--- src/rtl/msi_term_pkg.sv ---
package msi_term_pkg;
  // Register words are 64 KiB apart; bits below this are always zero
  localparam int WORD_LSB = 16;
  localparam int DATA_W   = 32;

  typedef enum logic [1:0] {
    RK_NONE    = 2'd0,
    RK_INDEX   = 2'd1,
    RK_SUMMARY = 2'd2,
    RK_ERROR   = 2'd3
  } rd_kind_e;
endpackage

--- src/rtl/msi_wr_decode.sv ---
module msi_wr_decode
  import msi_term_pkg::*;
#(
  parameter int N_GRP  = 16,
  parameter int N_IDX  = 8,
  parameter int VEC    = 16,
  parameter int ADDR_W = 24
) (
  input  logic                       wr_fire,
  input  logic [ADDR_W-1:0]          wr_addr,
  input  logic [DATA_W-1:0]          wr_data,
  output logic [N_GRP-1:0]           set_grp_oh,
  output logic [$clog2(N_IDX)-1:0]   set_idx,
  output logic [VEC-1:0]             set_bits,
  output logic                       wr_bad
);
  localparam int GRP_W  = $clog2(N_GRP);
  localparam int IDX_W  = $clog2(N_IDX);
  localparam int VEC_W  = $clog2(VEC);
  localparam int MAP_HI = WORD_LSB + IDX_W + GRP_W;

  logic             in_map;
  logic             data_ok;
  logic [GRP_W-1:0] grp;

  always_comb begin
    in_map   = ((wr_addr >> MAP_HI) == '0) && (wr_addr[WORD_LSB-1:0] == '0);
    data_ok  = (wr_data < DATA_W'(VEC));
    grp      = wr_addr[WORD_LSB+IDX_W +: GRP_W];
    set_idx  = wr_addr[WORD_LSB +: IDX_W];
    set_bits = VEC'(1) << wr_data[VEC_W-1:0];
    wr_bad   = wr_fire && !(in_map && data_ok);
  end

  for (genvar g = 0; g < N_GRP; g++) begin : g_sel
    assign set_grp_oh[g] = wr_fire && in_map && data_ok && (grp == GRP_W'(g));
  end
endmodule

--- src/rtl/msi_group.sv ---
module msi_group #(
  parameter int N_IDX = 8,
  parameter int VEC   = 16
) (
  input  logic                     clk,
  input  logic                     rst_n,
  input  logic                     set_en,
  input  logic [$clog2(N_IDX)-1:0] set_idx,
  input  logic [VEC-1:0]           set_bits,
  input  logic                     clr_en,
  input  logic [$clog2(N_IDX)-1:0] clr_idx,
  output logic [N_IDX*VEC-1:0]     idx_vals,
  output logic [N_IDX-1:0]         summary,
  output logic                     irq
);
  localparam int IDX_W = $clog2(N_IDX);

  for (genvar i = 0; i < N_IDX; i++) begin : g_idx
    logic [VEC-1:0] pend_q;
    logic           set_hit;
    logic           clr_hit;

    assign set_hit = set_en && (set_idx == IDX_W'(i));
    assign clr_hit = clr_en && (clr_idx == IDX_W'(i));

    // Clear first, then merge the new bit, so a same-cycle set survives
    always_ff @(posedge clk or negedge rst_n) begin
      if (!rst_n) begin
        pend_q <= '0;
      end else if (set_hit || clr_hit) begin
        pend_q <= (pend_q & ~{VEC{clr_hit}}) | (set_hit ? set_bits : '0);
      end
    end

    assign idx_vals[i*VEC +: VEC] = pend_q;
    assign summary[i]             = |pend_q;
  end

  assign irq = |summary;
endmodule

--- src/rtl/msi_rd_port.sv ---
module msi_rd_port
  import msi_term_pkg::*;
#(
  parameter int N_GRP  = 16,
  parameter int N_IDX  = 8,
  parameter int VEC    = 16,
  parameter int ADDR_W = 24
) (
  input  logic                       clk,
  input  logic                       rst_n,
  input  logic                       rd_en,
  input  logic [ADDR_W-1:0]          rd_addr,
  input  logic [N_GRP*N_IDX*VEC-1:0] all_vals,
  input  logic [N_GRP*N_IDX-1:0]     all_sums,
  input  logic                       err_flag,
  output logic [N_GRP-1:0]           clr_grp_oh,
  output logic [$clog2(N_IDX)-1:0]   clr_idx,
  output logic                       err_clr,
  output logic                       rd_valid,
  output logic [DATA_W-1:0]          rd_data
);
  localparam int GRP_W   = $clog2(N_GRP);
  localparam int IDX_W   = $clog2(N_IDX);
  localparam int MAP_HI  = WORD_LSB + IDX_W + GRP_W;
  localparam int SUM_LSB = WORD_LSB + GRP_W;
  localparam logic [ADDR_W-1:0] SUM_TAG  = ADDR_W'(1) << IDX_W;
  localparam logic [ADDR_W-1:0] ERR_ADDR = (SUM_TAG + ADDR_W'(1)) << SUM_LSB;

  rd_kind_e                kind;
  logic [GRP_W-1:0]        idx_grp;
  logic [GRP_W-1:0]        sum_grp;
  logic [GRP_W+IDX_W-1:0]  word_sel;
  logic [VEC-1:0]          idx_word;
  logic [N_IDX-1:0]        sum_word;
  logic [DATA_W-1:0]       rd_next;

  always_comb begin
    idx_grp = rd_addr[WORD_LSB+IDX_W +: GRP_W];
    sum_grp = rd_addr[WORD_LSB +: GRP_W];
    clr_idx = rd_addr[WORD_LSB +: IDX_W];
    kind    = RK_NONE;
    if (rd_addr[WORD_LSB-1:0] == '0) begin
      if ((rd_addr >> MAP_HI) == '0)              kind = RK_INDEX;
      else if ((rd_addr >> SUM_LSB) == SUM_TAG)   kind = RK_SUMMARY;
      else if (rd_addr == ERR_ADDR)               kind = RK_ERROR;
    end
    word_sel = {idx_grp, clr_idx};
    idx_word = all_vals[word_sel*VEC +: VEC];
    sum_word = all_sums[sum_grp*N_IDX +: N_IDX];
    case (kind)
      RK_INDEX:   rd_next = DATA_W'(idx_word);
      RK_SUMMARY: rd_next = DATA_W'(sum_word);
      RK_ERROR:   rd_next = DATA_W'(err_flag);
      default:    rd_next = '0;
    endcase
    err_clr = rd_en && (kind == RK_ERROR);
  end

  for (genvar g = 0; g < N_GRP; g++) begin : g_clr
    assign clr_grp_oh[g] = rd_en && (kind == RK_INDEX) && (idx_grp == GRP_W'(g));
  end

  always_ff @(posedge clk or negedge rst_n) begin
    if (!rst_n) begin
      rd_valid <= 1'b0;
      rd_data  <= '0;
    end else begin
      rd_valid <= rd_en;
      if (rd_en) rd_data <= rd_next;
    end
  end
endmodule

--- src/rtl/msi_term_bank.sv ---
module msi_term_bank
  import msi_term_pkg::*;
#(
  parameter int N_GRP  = 16,
  parameter int N_IDX  = 8,
  parameter int VEC    = 16,
  parameter int ADDR_W = 24
) (
  input  logic              clk,
  input  logic              rst_n,
  input  logic              msi_valid,
  output logic              msi_ready,
  input  logic [ADDR_W-1:0] msi_addr,
  input  logic [31:0]       msi_data,
  input  logic              rd_en,
  input  logic [ADDR_W-1:0] rd_addr,
  output logic              rd_valid,
  output logic [31:0]       rd_data,
  output logic [N_GRP-1:0]  irq
);
  localparam int IDX_W  = $clog2(N_IDX);
  localparam int GRP_VW = N_IDX * VEC;

  logic [N_GRP-1:0]         set_grp_oh;
  logic [IDX_W-1:0]         set_idx;
  logic [VEC-1:0]           set_bits;
  logic                     wr_bad;
  logic [N_GRP-1:0]         clr_grp_oh;
  logic [IDX_W-1:0]         clr_idx;
  logic                     err_clr;
  logic                     err_q;
  logic [N_GRP*GRP_VW-1:0]  all_vals;
  logic [N_GRP*N_IDX-1:0]   all_sums;
  logic                     ready_q;

  always_ff @(posedge clk or negedge rst_n) begin
    if (!rst_n) ready_q <= 1'b0;
    else        ready_q <= 1'b1;
  end
  assign msi_ready = ready_q;

  msi_wr_decode #(
    .N_GRP(N_GRP), .N_IDX(N_IDX), .VEC(VEC), .ADDR_W(ADDR_W)
  ) wr_dec_i (
    .wr_fire    (msi_valid && msi_ready),
    .wr_addr    (msi_addr),
    .wr_data    (msi_data),
    .set_grp_oh (set_grp_oh),
    .set_idx    (set_idx),
    .set_bits   (set_bits),
    .wr_bad     (wr_bad)
  );

  for (genvar g = 0; g < N_GRP; g++) begin : g_grp
    msi_group #(.N_IDX(N_IDX), .VEC(VEC)) grp_i (
      .clk      (clk),
      .rst_n    (rst_n),
      .set_en   (set_grp_oh[g]),
      .set_idx  (set_idx),
      .set_bits (set_bits),
      .clr_en   (clr_grp_oh[g]),
      .clr_idx  (clr_idx),
      .idx_vals (all_vals[g*GRP_VW +: GRP_VW]),
      .summary  (all_sums[g*N_IDX +: N_IDX]),
      .irq      (irq[g])
    );
  end

  // Sticky error: a new error wins over a same-cycle clear
  always_ff @(posedge clk or negedge rst_n) begin
    if (!rst_n) err_q <= 1'b0;
    else        err_q <= (err_q && !err_clr) || wr_bad;
  end

  msi_rd_port #(
    .N_GRP(N_GRP), .N_IDX(N_IDX), .VEC(VEC), .ADDR_W(ADDR_W)
  ) rd_i (
    .clk        (clk),
    .rst_n      (rst_n),
    .rd_en      (rd_en),
    .rd_addr    (rd_addr),
    .all_vals   (all_vals),
    .all_sums   (all_sums),
    .err_flag   (err_q),
    .clr_grp_oh (clr_grp_oh),
    .clr_idx    (clr_idx),
    .err_clr    (err_clr),
    .rd_valid   (rd_valid),
    .rd_data    (rd_data)
  );
endmodule

--- config.mk ---
export PLATFORM = sky130hd
export DESIGN_NAME = msi_term_bank
export DESIGN_NICKNAME = d
export VERILOG_FILES = /design/src/rtl/msi_term_pkg.sv /design/src/rtl/msi_wr_decode.sv /design/src/rtl/msi_group.sv /design/src/rtl/msi_rd_port.sv /design/src/rtl/msi_term_bank.sv
export SDC_FILE = /design/constraint.sdc
export NUM_CORES = 2
export LEC_CHECK = 0
export BUFFER_PORTS_ARGS = -buffer_cell sky130_fd_sc_hd__buf_4
export CORE_UTILIZATION = 25
export DETAILED_ROUTE_END_ITERATION = 8
export PLACE_DENSITY = 0.43
export SYNTH_ARGS = -nofsm -noshare
export SYNTH_HDL_FRONTEND = slang
export SYNTH_SLANG_ARGS = --single-unit
--- constraint.sdc ---
create_clock -name clk -period 2.4 [get_ports clk]
set_input_delay 0.48 -clock clk [delete_from_list [all_inputs] [get_ports clk]]
set_output_delay 0.48 -clock clk [all_outputs]
set_load 0.01 [all_outputs]
# ---- Yosys cells after proc, flatten, opt, wreduce, memory -nomap -nowiden
# Index checks and enable logic that the tools add are counted.
dict set report classes {
  mux 133
  shifts 3
  n_lt_le_gt_ge 1
  n_bitwise 384
  n_reduce_logical 580
  eq_ne 49
}
# cell count
set ops {}
lappend ops {{$and 16x16->16} 128}
lappend ops {{$mux 16} 128}
lappend ops {{$not 16->16} 128}
lappend ops {{$or 16x16->16} 128}
lappend ops {{$reduce_or 128->1} 16}
lappend ops {{$reduce_or 16->1} 128}
lappend ops {{$shiftx 2048x12->16} 1}
lappend ops {{$logic_and 1x1->1} 297}
lappend ops {{$logic_or 1x1->1} 129}
lappend ops {{$shiftx 128x8->8} 1}
lappend ops {{$eq 4x4->1 const B} 17}
lappend ops {{$logic_not 24->1} 2}
lappend ops {{$pmux 16 s3} 1}
lappend ops {{$eq 4x3->1 const B} 8}
lappend ops {{$logic_not 16->1} 2}
lappend ops {{$lt 32x5->1 const B} 1}
lappend ops {{$eq 24x24->1 const B} 1}
lappend ops {{$eq 3x3->1 const B} 8}
lappend ops {{$eq 4x2->1 const B} 4}
lappend ops {{$shl 1x4->16 const A} 1}
lappend ops {{$eq 3x2->1 const B} 4}
lappend ops {{$eq 4x1->1 const B} 2}
lappend ops {{$logic_not 4->1} 2}
lappend ops {{$mux 2} 4}
lappend ops {{5 further kinds} 9}
dict set report totals {
  register_bits 2083
  elab_cells 1282
  in_bits 84
  out_inout_bits 50
}

# ---- Logic depth before layout (Yosys ltp)
dict set report depth {
  depth_word 12
  mapped_depth 12
  depth_no_buf 7
}

# ---- By module
# Synthesis repeated with hierarchy kept, for this count alone.
dict set report hier_totals {
  cells_unflattened 7723
  area_unflattened_um2 97681.2
}
# mod n_inst cells_per_inst area_each_um2
set modules_own_cells {}
lappend modules_own_cells {msi_group 16 356 4880.9}
lappend modules_own_cells {msi_rd_port 1 1938 18929.4}
lappend modules_own_cells {msi_wr_decode 1 83 585.6}
lappend modules_own_cells {msi_term_bank 1 6 71.3}

# ---- Worst setup path after synthesis
# No wires, ideal clock.
dict set report synth_timing {
  path_kind {input -> register}
  start {input port rd_addr[16]}
  end {register rd_i.rd_data[5]}
  setup_ns 0.120
  setup_slack_ns -0.568
  path_buffers 5
  cell_stages 9
  arrival_time_ns 2.848
  cell_sequence {buf_2 -> buf_4 -> buf_2 -> buf_2 -> buf_2 -> mux4_2 -> a221oi_1 -> o221ai_1 -> a31o_2}
}
dict set report synth_between {
  elab_chain_cells 7
  elab_cells_between_ends 11
  cone_classes {eq/ne (4); shift (2); mux (5)}
}
# element line_no
set synth_rtl {}
lappend synth_rtl {{from (decl)} msi_term_bank.sv:16} ;# input logic [ADDR_W-1:0] rd_addr,
lappend synth_rtl {{branches (longest 6 deep; another with $shiftx 2048x12->16)} n/a}
lappend synth_rtl {{$pmux 16 s3 *} msi_rd_port.sv:50} ;# case (kind)
lappend synth_rtl {{to (signal assigned)} msi_rd_port.sv:69} ;# if (rd_en) rd_data <= rd_next;
lappend synth_rtl {{to (decl)} msi_rd_port.sv:20} ;# output logic [DATA_W-1:0] rd_data
# Mark *: on every way between the ends.
# A chain may end at the register's enable or synchronous reset.

# ---- Worst setup path after layout
dict set report layout_timing {
  start {register g_grp[9].grp_i.g_idx[2].pend_q[15]}
  end {output port irq[9]}
}
dict set report layout_between {
  elab_chain_cells 1
}
# element line_no
set layout_rtl {}
lappend layout_rtl {{from (decl)} msi_group.sv:19} ;# logic [VEC-1:0] pend_q;
lappend layout_rtl {{from (signal assigned)} msi_group.sv:31} ;# pend_q <= (pend_q & ~{VEC{clr_hit}}) | (set_hit ? set_bits : '0);
lappend layout_rtl {{$reduce_or 128->1} msi_group.sv:39} ;# assign irq = |summary;
lappend layout_rtl {{to (decl)} msi_term_bank.sv:19} ;# output logic [N_GRP-1:0] irq
# Every way passes these cells.

==> results.sh <==
export IMPL_syn_instance_count=8713
export IMPL_die_h_um=620
export IMPL_synth_avg_cell_area_um2=11.0
export IMPL_hold_ws_ns=0.0728
export IMPL_report_final_slew_viol_count=0
export IMPL_r2r_end="rd_i.rd_data[15]$_DFFE_PN0P_"
export IMPL_startpoint="g_grp[9].grp_i.g_idx[2].pend_q[15]$_DFFE_PN0P_"
export IMPL_peakVddDrop_mv=0.602
export IMPL_period_minus_slack_ns=3.48
export IMPL_layout_commonest_cell="buf_4"
export IMPL_rrSetupSlack_ns=-0.28
export IMPL_synth_top_cell_area_share_pct=54.2
export IMPL_core_region_area_mm2=0.379
export IMPL_cts_htree_levels=4
export IMPL_p_total_mw=77.2
export IMPL_start_util_pct=25.2
export IMPL_grt_max_degree=98
export IMPL_p_leak_nw=61.9
export IMPL_via_count=87700
export IMPL_hold_viol=0
export IMPL_dr_first_iter_drc_count=8465
export IMPL_die_area_mm2=0.384
export IMPL_async_reset_ff_share_pct=100
export IMPL_drc_errors=0
export IMPL_hold_path_class="input port to flip-flop"
export IMPL_nets=11100
export IMPL_gp_congestion=0.975
export IMPL_viasPerCell=5.40
export IMPL_setup_violations=537
export IMPL_worstRegToRegCells=9
export IMPL_grt_use_total_pct=24.6
export IMPL_max_freq_mhz=287
export IMPL_end_kind="primary output"
export IMPL_clock_latency_ns=0.96
export IMPL_grt_setup_unrepaired="yes"
export IMPL_cap_violations=0
export IMPL_cp_start_kind="flip-flop"
export IMPL_first_pass_iters=6
export IMPL_synth_edf_count=0
export IMPL_critPathArrivalTime_ns=3.00
export IMPL_io_pin_count=134
export IMPL_slew_headroom_pct=28.3
export IMPL_worst_pin_slew_ns=1.07
export IMPL_cts_tree="done"
export IMPL_seq_area_frac_synth_pct=54.2
export IMPL_num_rows=226
export IMPL_yosys_register_bits=2067
export IMPL_antenna_found_initial=26
export IMPL_cellPowerDensity_mw_per_mm2=554
export IMPL_cts_num_sinks=2067
export IMPL_critPathRequiredTime_ns=1.92
export IMPL_violations="setup timing"
export IMPL_critPathMaxFanout=2
export IMPL_drive_gt1_share_pct=40.4
export IMPL_cts_buffer_depth=4
export IMPL_first_global_vias=88100
export IMPL_grt_pass1_wl_mm=680
export IMPL_cts_buffers=237
export IMPL_final_cell_mix="buf_4 (2,254), dfrtp_1 (2,064), nand2_1 (1,826), o21ai_0 (1,149), mux4_2 (523)"
export IMPL_fillers=37200
export IMPL_path_class="flip-flop to primary output"
export IMPL_fin_ws_ns=-1.08
export IMPL_clockRootBuffer="clkbuf_16"
export IMPL_detailed_place_hpwl_mm=352
export IMPL_synth_area_leaders="dfrtp_1 (54%), mux4_2 (12%), o21ai_0 (8.0%), nand2_1 (7.5%), o2bb2ai_1 (4.6%)"
export IMPL_synth_area_leader_cell="dfrtp_1"
export IMPL_wl_per_cell_um=29.8
export IMPL_fin_skew_ns=0.0796
export IMPL_detail_route_antenna_nets=0
export IMPL_overflow=0
export IMPL_status="complete, but fails checks"
export IMPL_crit_end="irq[9]"
export IMPL_yosys_warnings=0
export IMPL_area_delta_synth_final_pct=46.0
export IMPL_synth_distinct_cells=66
export IMPL_synth_top_flop_cell="dfrtp_1"
export IMPL_syn_area_mm2=0.0955
export IMPL_clkTransAtPathRegs_ns=0.06
export IMPL_portBuffers=117
export IMPL_min_period_over_period_pct=145
export IMPL_drt_wl_total_mm=484
export IMPL_dieWidth_um=620
export IMPL_timing_rr_start="g_grp[3].grp_i.g_idx[2].pend_q[15]$_DFFE_PN0P_"
==> critical path, stage by stage (launching register included) <==
cell	delay, ns
dfrtp_1	0.38
buf_4	0.15
nor4_2	0.26
nand4_1	0.30
nor4_4	0.40
buf_4	0.17
nand4b_1	0.12
buf_6	0.16
buf_6	0.11
==> Yosys cell counts (9+ instances only) <==
cell type / count
o22ai_1: 44
nand2_1: 1917
o221ai_1: 14
mux2i_1: 148
mux2_2: 22
a211oi_1: 10
o2bb2ai_1: 497
buf_1: 39
a221oi_1: 22
buf_4: 41
nor3b_1: 10
a22oi_1: 40
nor4_1: 566
nand2b_1: 9
nor3_2: 9
nand3_1: 34
nor2b_1: 24
o21ai_1: 63
a22o_1: 18
mux4_2: 523
o21ai_0: 1525
dfrtp_1: 2067
nand4_1: 145
clkbuf_1: 542
nor2_1: 69
o211ai_1: 14
nor3_1: 37
a21oi_1: 41
buf_2: 125
==> registers in the layout, indices dropped and copies added, names as in the netlist <==
register and flops:
err_q 1, msi_ready 1, rd_i.rd_valid 1, g_grp.grp_i.g_idx.pend_q 2048, rd_i.rd_data 16
==> per-layer routing <==
layer  GRT usage [%]  share of wire (%)  up-vias
li1                -                  -    37100
met1            33.2                 42    46100
met2            38.8                 46     3588
met3            3.55                6.4      882
met4            11.3                5.3       14
met5               0              0.017        -
==> power by group <==
group	switching, mW	internal [mW]
clock network	16.0	21.6
registers	0.00135	34.9
logic	3.24	1.47
total	19.2	58.0
==> area by class of cell <==
class / instances / area (um2) / share of cell area [%]
clock inverters: 76 / 956 / 0.686
clock buffers: 359 / 6970 / 5.00
repair buffers: 2789 / 26800 / 19.2
multi-input cells: 5906 / 46600 / 33.4
well taps: 5016 / 6280 / 4.50
diodes: 14 / 35.0 / 0.0251
flip-flops and latches: 2067 / 51700 / 37.1
inverters: 8 / 37.5 / 0.0269
==> kinds of logic (layout without fill, tap and decap cells) <==
group | count (synthesis) | count (layout) | synth area share [%]
DFF | 2067 | 2067 | 54.2
buffers and inverters | 755 | 3232 | 3.29
muxes | 693 | 693 | 14.2
and+or+nand+nor | 2864 | 2864 | 13.6
AOI/OAI and AO/OA | 2332 | 2332 | 14.8
other | 2 | 31 | 0.00787
==> worst min-delay path by stage <==
stage,slack (ns),depth (start not counted),start,end
after floorplan,0.18,0,rst_n,err_q$_DFF_PN0_
after detailed placement,0.38,1,rst_n,g_grp[15].grp_i.g_idx[2].pend_q[2]$_DFFE_PN0P_
after global routing,0.07,3,msi_data[0],g_grp[5].grp_i.g_idx[4].pend_q[7]$_DFFE_PN0P_
after global placement,0.39,1,rst_n,g_grp[15].grp_i.g_idx[2].pend_q[3]$_DFFE_PN0P_
after CTS,0.01,3,msi_data[0],g_grp[5].grp_i.g_idx[4].pend_q[7]$_DFFE_PN0P_
final,0.07,3,msi_data[0],g_grp[5].grp_i.g_idx[4].pend_q[7]$_DFFE_PN0P_
==> repair_timing <==
action	in CTS	in global routing
hold buffers	6	0
pin swaps	189	143
endpoints found under the setup margin	1306	1210
endpoints found under the hold margin	948	0
setup buffers	88	35
gates cloned	13	31
gates resized for setup	641	738
==> per-stage QoR <==
step / instance area [um2] / util [%] / setup TNS (ns) / std cells / setup slack [ns]
final: 139000 / 36.7 / -42.16 / 16200 / -1.08
after global routing: 139000 / 36.7 / -70.27 / 16200 / -1.17
after CTS: 135000 / 35.7 / -49.98 / 16200 / -1.21
after detailed placement: 124000 / 32.6 / -1213.37 / 15600 / -1.36
after global placement: 124000 / 32.6 / -1234.90 / 15600 / -1.72
after floorplan: 96600 / - / -292.18 / 8728 / -0.298
(Power assumes the default switching activity.)
